File: src/rtl/qdr_b2_pkg.sv
package qdr_b2_pkg;

    // Half of the K period that the current internal cycle stands for
    typedef enum logic {
        HALF_KN = 1'b0,
        HALF_K  = 1'b1
    } half_e;

    localparam int DEF_AW = 4;
    localparam int DEF_DW = 36;
    localparam int DEF_NB = 4;

    localparam int RD_LAT = 3;

endpackage

File: src/rtl/qdr_b2_phase.sv
module qdr_b2_phase
    import qdr_b2_pkg::*;
(
    input  logic  clk,
    input  logic  rst,
    output half_e half,
    output logic  cq,
    output logic  cq_n
);

    always_ff @(posedge clk) begin
        if (rst) begin
            half <= HALF_K;
            cq   <= 1'b1;
            cq_n <= 1'b0;
        end else begin
            half <= (half == HALF_K) ? HALF_KN : HALF_K;
            cq   <= ~cq;
            cq_n <= ~cq_n;
        end
    end


    echo_toggle_chk: assert property (@(posedge clk) disable iff (rst)
        !$past(rst) |-> (cq != $past(cq)));


    echo_compl_chk: assert property (@(posedge clk) disable iff (rst)
        cq != cq_n);

endmodule

File: src/rtl/qdr_b2_wr_cap.sv
module qdr_b2_wr_cap
    import qdr_b2_pkg::*;
#(
    parameter int AW = DEF_AW,
    parameter int DW = DEF_DW,
    parameter int NB = DEF_NB
) (
    input  logic          clk,
    input  logic          rst,
    input  half_e         half,
    input  logic          wr_n,
    input  logic [AW-1:0] addr,
    input  logic [DW-1:0] wdata,
    input  logic [NB-1:0] bwe_n,
    output logic          we,
    output logic [AW-1:0] wbase,
    output logic [DW-1:0] wd0,
    output logic [DW-1:0] wd1,
    output logic [NB-1:0] wb0,
    output logic [NB-1:0] wb1
);

    logic          pend;
    logic [DW-1:0] d0_q;
    logic [NB-1:0] b0_q;

    always_ff @(posedge clk) begin
        if (rst) begin
            pend <= 1'b0;
            d0_q <= '0;
            b0_q <= '1;
        end else if (half == HALF_K) begin
            pend <= ~wr_n;
            if (!wr_n) begin
                d0_q <= wdata;
                b0_q <= bwe_n;
            end
        end else begin
            pend <= 1'b0;
        end
    end

    assign we    = pend && (half == HALF_KN);
    assign wbase = addr;
    assign wd0   = d0_q;
    assign wd1   = wdata;
    assign wb0   = b0_q;
    assign wb1   = bwe_n;


    wr_origin_chk: assert property (@(posedge clk) disable iff (rst)
        we |-> $past(!wr_n && (half == HALF_K)));

endmodule

File: src/rtl/qdr_b2_array.sv
module qdr_b2_array
    import qdr_b2_pkg::*;
#(
    parameter int AW = DEF_AW,
    parameter int DW = DEF_DW,
    parameter int NB = DEF_NB
) (
    input  logic          clk,
    input  logic          rst,
    input  logic          we,
    input  logic [AW-1:0] wbase,
    input  logic [DW-1:0] wd0,
    input  logic [DW-1:0] wd1,
    input  logic [NB-1:0] wb0,
    input  logic [NB-1:0] wb1,
    input  logic [AW:0]   raddr,
    output logic [DW-1:0] rdata
);

    localparam int WORDS = 2 ** (AW + 1);
    localparam int LANE  = DW / NB;

    logic [DW-1:0] mem [WORDS];
    logic [AW:0]   ix0, ix1;
    logic [DW-1:0] m0, m1;

    assign ix0 = {wbase, 1'b0};
    assign ix1 = {wbase, 1'b1};

    for (genvar g = 0; g < NB; g++) begin : g_lane
        assign m0[g*LANE +: LANE] = wb0[g] ? mem[ix0][g*LANE +: LANE] : wd0[g*LANE +: LANE];
        assign m1[g*LANE +: LANE] = wb1[g] ? mem[ix1][g*LANE +: LANE] : wd1[g*LANE +: LANE];
    end

    always_ff @(posedge clk) begin
        if (rst) begin
            for (int i = 0; i < WORDS; i++) mem[i] <= '0;
        end else if (we) begin
            mem[ix0] <= m0;
            mem[ix1] <= m1;
        end
    end

    assign rdata = mem[raddr];

endmodule

File: src/rtl/qdr_b2_rd_pipe.sv
module qdr_b2_rd_pipe
    import qdr_b2_pkg::*;
#(
    parameter int AW = DEF_AW,
    parameter int DW = DEF_DW
) (
    input  logic          clk,
    input  logic          rst,
    input  half_e         half,
    input  logic          rd_n,
    input  logic [AW-1:0] addr,
    input  logic [DW-1:0] rdata,
    output logic [AW:0]   raddr,
    output logic [DW-1:0] q,
    output logic          q_oe
);

    logic          r1, r2, r3;
    logic [AW-1:0] ra, rb;
    logic          take;

    assign take = (half == HALF_K) && !rd_n;

    always_ff @(posedge clk) begin
        if (rst) begin
            r1   <= 1'b0;
            r2   <= 1'b0;
            r3   <= 1'b0;
            ra   <= '0;
            rb   <= '0;
            q    <= '0;
            q_oe <= 1'b0;
        end else begin
            r1 <= take;
            r2 <= r1;
            r3 <= r2;
            if (take) ra <= addr;
            if (r2)   rb <= ra;
            if (r2 || r3) begin
                q    <= rdata;
                q_oe <= 1'b1;
            end else begin
                q    <= '0;
                q_oe <= 1'b0;
            end
        end
    end

    assign raddr = r2 ? {ra, 1'b0} : {rb, 1'b1};


    read_lat_chk: assert property (@(posedge clk) disable iff (rst)
        (q_oe && (half == HALF_KN)) |-> $past(!rd_n && (half == HALF_K), RD_LAT));


    burst_pair_chk: assert property (@(posedge clk) disable iff (rst)
        (q_oe && (half == HALF_KN)) |=> q_oe);


    idle_zero_chk: assert property (@(posedge clk) disable iff (rst)
        !q_oe |-> (q == '0));

endmodule

File: src/rtl/qdr_b2_sram.sv
module qdr_b2_sram
    import qdr_b2_pkg::*;
#(
    parameter int AW = DEF_AW,
    parameter int DW = DEF_DW,
    parameter int NB = DEF_NB
) (
    input  logic          clk,
    input  logic          rst,
    input  logic          rd_n,
    input  logic          wr_n,
    input  logic [AW-1:0] addr,
    input  logic [DW-1:0] wdata,
    input  logic [NB-1:0] bwe_n,
    output logic [DW-1:0] q,
    output logic          q_oe,
    output logic          cq,
    output logic          cq_n
);

    half_e         half;
    logic          we;
    logic [AW-1:0] wbase;
    logic [DW-1:0] wd0, wd1, rdata;
    logic [NB-1:0] wb0, wb1;
    logic [AW:0]   raddr;

    qdr_b2_phase u_phase (
        .clk  (clk),
        .rst  (rst),
        .half (half),
        .cq   (cq),
        .cq_n (cq_n)
    );

    qdr_b2_wr_cap #(.AW(AW), .DW(DW), .NB(NB)) u_wr (
        .clk   (clk),
        .rst   (rst),
        .half  (half),
        .wr_n  (wr_n),
        .addr  (addr),
        .wdata (wdata),
        .bwe_n (bwe_n),
        .we    (we),
        .wbase (wbase),
        .wd0   (wd0),
        .wd1   (wd1),
        .wb0   (wb0),
        .wb1   (wb1)
    );

    qdr_b2_array #(.AW(AW), .DW(DW), .NB(NB)) u_mem (
        .clk   (clk),
        .rst   (rst),
        .we    (we),
        .wbase (wbase),
        .wd0   (wd0),
        .wd1   (wd1),
        .wb0   (wb0),
        .wb1   (wb1),
        .raddr (raddr),
        .rdata (rdata)
    );

    qdr_b2_rd_pipe #(.AW(AW), .DW(DW)) u_rd (
        .clk   (clk),
        .rst   (rst),
        .half  (half),
        .rd_n  (rd_n),
        .addr  (addr),
        .rdata (rdata),
        .raddr (raddr),
        .q     (q),
        .q_oe  (q_oe)
    );

endmodule

File: config.mk
export PLATFORM = sky130hd
export DESIGN_NAME = qdr_b2_sram
export DESIGN_NICKNAME = d
export VERILOG_FILES = /design/src/rtl/qdr_b2_pkg.sv /design/src/rtl/qdr_b2_phase.sv /design/src/rtl/qdr_b2_wr_cap.sv /design/src/rtl/qdr_b2_array.sv /design/src/rtl/qdr_b2_rd_pipe.sv /design/src/rtl/qdr_b2_sram.sv
export SDC_FILE = /design/constraint.sdc
export NUM_CORES = 2
export LEC_CHECK = 0
export ABC_AREA = 1
export BUFFER_PORTS_ARGS = -buffer_cell sky130_fd_sc_hd__buf_2
export CELL_PAD_IN_SITES_DETAIL_PLACEMENT = 0
export CELL_PAD_IN_SITES_GLOBAL_PLACEMENT = 2
export CORE_MARGIN = 2
export CORE_UTILIZATION = 44
export CTS_CLUSTER_DIAMETER = 200
export DETAILED_ROUTE_END_ITERATION = 10
export GPL_TIMING_DRIVEN = 0
export PLACE_DENSITY = 0.82
export SLEW_MARGIN = 20
export SYNTH_ARGS = -nofsm -noshare
export SYNTH_HDL_FRONTEND = slang
export SYNTH_SLANG_ARGS = --single-unit
File: constraint.sdc
create_clock -name clk -period 3.8 [get_ports clk]
set_input_delay 0.57 -clock clk [delete_from_list [all_inputs] [get_ports clk]]
set_output_delay 0.57 -clock clk [all_outputs]
set_load 0.02 [all_outputs]
==> impl_metrics.yaml <==
detailed_routing:
  avgRoutedWirePerCell_um: 34.7
  vias: 48628
  drc: 0
  drt-initial-drc-count: 8079
  wl_um: 277000
  drt.antenna.violating_nets: 0
  firstDrtPassIters: 9
  via_per_inst: 6.10
timing:
  rsz0062_at_grt: "false"
  hold_viol_final: 0
  clock_skew_ns: 0.0223
  finalHoldWorstSlack_ns: 0.0629
  fin_crit_sh: 0.932
  setup_viol: 0
  worst_slew_pin_slew_ns: 1.32
  finalMaxSlewViolations: 0
  fin_crit_ns: 3.54
  maxSlewHeadroom: 0.121
  max_freq_mhz: 282
floorplanning:
  io-pin-count: 87
  start_util: 0.443
  fp.dieW_um: 359
  die_y_um: 359
  core_um2: 125000
  die_area_um2: 129000
  rows: 130
logic_synthesis:
  synth.ff_latch_count: 1244
  ys_seq_area_frac: 0.657
  synth_cells: 5945
  synth_top_area_cell: "edfxtp_1"
  syn_nets: 5993
  ys_warn_count: 0
  avgSynthCellArea_um2: 9.32
  synth_area_leaders: "edfxtp_1 (62%), nand2_1 (15%), nor2_1 (8.3%)"
  ys_types: 22
  syn_area_um2: 55400
  synth_top_area_share: 0.624
place:
  gp_congestion: 0.981
  hpwl_um: 186000
  dpl_cell_area_um2: 58200
  io_buffers: 85
layout:
  fin_area_um2: 63000
  final_common_cell: "nand2_1"
  fillers: 11952
  final_nets: 6233
  multiInputGateArea_um2: 17200
  area_growth_pct: 13.6
  final_cell_mix: "nand2_1 (2,216), nor2_1 (1,205), edfxtp_1 (1,152)"
  ff_latch_area_um2: 36400
  drive_gt1_frac: 0.0908
power_and_ir_drop:
  leakage_nw: 25.4
  ir_drop_v: 0.000546
  p_per_area_nw_per_um2: 520
global_route:
  grt_pass1_vias: 43717
  grt_max_degree: 17
  grt_usage: 0.423
  antenna_found_initial: 10
  overflow: 0
  grt_pass1_wl_um: 367000
cts:
  cts_tree: "yes"
  ctsRootBufferMaster: "clkbuf_16"
  clk_latency_ns: 0.80
  cts.htree.levels: 4
  clock-sinks: 1244
  postCtsHoldBufs: 0
  post_cts_buffers: 0
  cts_inserted_buffers: 142
  cts_resized: 0
  path_clk_slew_ns: 0.06
  clockBufferDepth: 3
critical_path:
  crit_type: "reg2reg"
  worstPathRequired_ns: 4.45
  setup.worst_path.end_class: "register"
  start_kind: "register"
  cp_max_fo: 10
  critical_path_arrival_ns: 4.19
min_path:
  min_path_type: "in2reg"
flow_run:
  drv_cap: 0
status:
  status: "finished, final reports clean"
## synth_stat cells (all sizes together)
library cell,n
o21ai,64
inv,50
edfxtp,1152
a21oi,76
nand2,2257
buf,162
clkbuf,192
clkinv,37
nor2,1228
nand3,632
nor3,1
dfxtp,92
or2,2
## state kept, by name (all words and copies together) (netlist names)
signal	flops
u_rd.ra	4
u_rd.r1	1
u_phase.cq_n	1
u_wr.pend	1
u_wr.wd0	36
u_mem.mem	1152
u_rd.r2	1
u_rd.q_oe	1
u_phase.half	1
u_wr.wb0	4
u_rd.q	36
u_rd.rb	4
u_phase.cq	1
u_rd.r3	1
## per-layer routing
metal,routed length [um],vias up,share of wire,track usage
met5,13,-,0.000047,0
met4,18600,2,0.067,0.249
met3,39900,801,0.14,0.150
met2,115000,4008,0.42,0.603
met1,103000,23769,0.37,0.555
li1,-,20048,-,-
## cell families (layout without fill, tap and decap cells)
kind of cell / Yosys count / after routing / synth area share
AOI/OAI and AO/OA: 140 / 140 / 0.0127
and+or+nand+nor: 4120 / 4120 / 0.296
buffers and inverters: 441 / 795 / 0.0339
other: 0 / 19 / 0
DFF: 1244 / 1244 / 0.657
## layout make-up
| type | count | area share |
|---|---|---|
| Timing Repair Buffer | 96 | 0.00974 |
| Clock inverter | 47 | 0.00777 |
| Clock buffer | 211 | 0.0667 |
| Buffer | 354 | 0.0258 |
| Inverter | 87 | 0.00519 |
| Antenna cell | 19 | 0.000755 |
| Multi-Input combinational cell | 4260 | 0.273 |
| Sequential cell | 1244 | 0.579 |
| Tap cell | 1650 | 0.0328 |
## where the power goes
group          internal [mW]  switching [mW]
clock                   8.31            5.78
sequential              15.4           0.141
combinational          0.500            2.61
## critical path, stage by stage (launching register included)
cell	delay [ns]
dfxtp_1	0.31
buf_4	0.14
clkbuf_1	0.74
clkbuf_1	0.92
nand2_1	0.10
nand2_1	0.11
nand2_1	0.06
nand2_1	0.17
nand2_1	0.14
nand3_1	0.12
nand3_1	0.14
a21oi_1	0.44
## worst paths after layout
kind / startpoint / to / slack, ns / depth (start not counted)
hold / removal: wr_n / u_wr.pend$_SDFF_PP0_ / 0.06 / 2
setup reg to reg: u_rd.r2$_SDFF_PP0_ / u_rd.q[25]$_SDFF_PP0_ / 0.26 / 11
setup / recovery: u_rd.r2$_SDFF_PP0_ / u_rd.q[25]$_SDFF_PP0_ / 0.26 / 11
hold reg to reg: u_phase.cq$_SDFF_PP1_ / u_phase.cq$_SDFF_PP1_ / 0.39 / 1
## per-stage QoR
stage          std cells  TNS [ns]  setup WS [ns]  total power [mW]   util
2_1_floorplan       5945         0           1.59              17.1      -
3_3_place_gp        7680   -170.93         -0.799              18.7  0.462
3_5_place_dp        7690         0         0.0879              18.7  0.465
4_1_cts             7948         0          0.471              32.4  0.502
5_1_grt             7949         0          0.356              33.1  0.502
6_report            7968         0          0.259              32.7  0.503
Power figures use the tool's default switching activity.
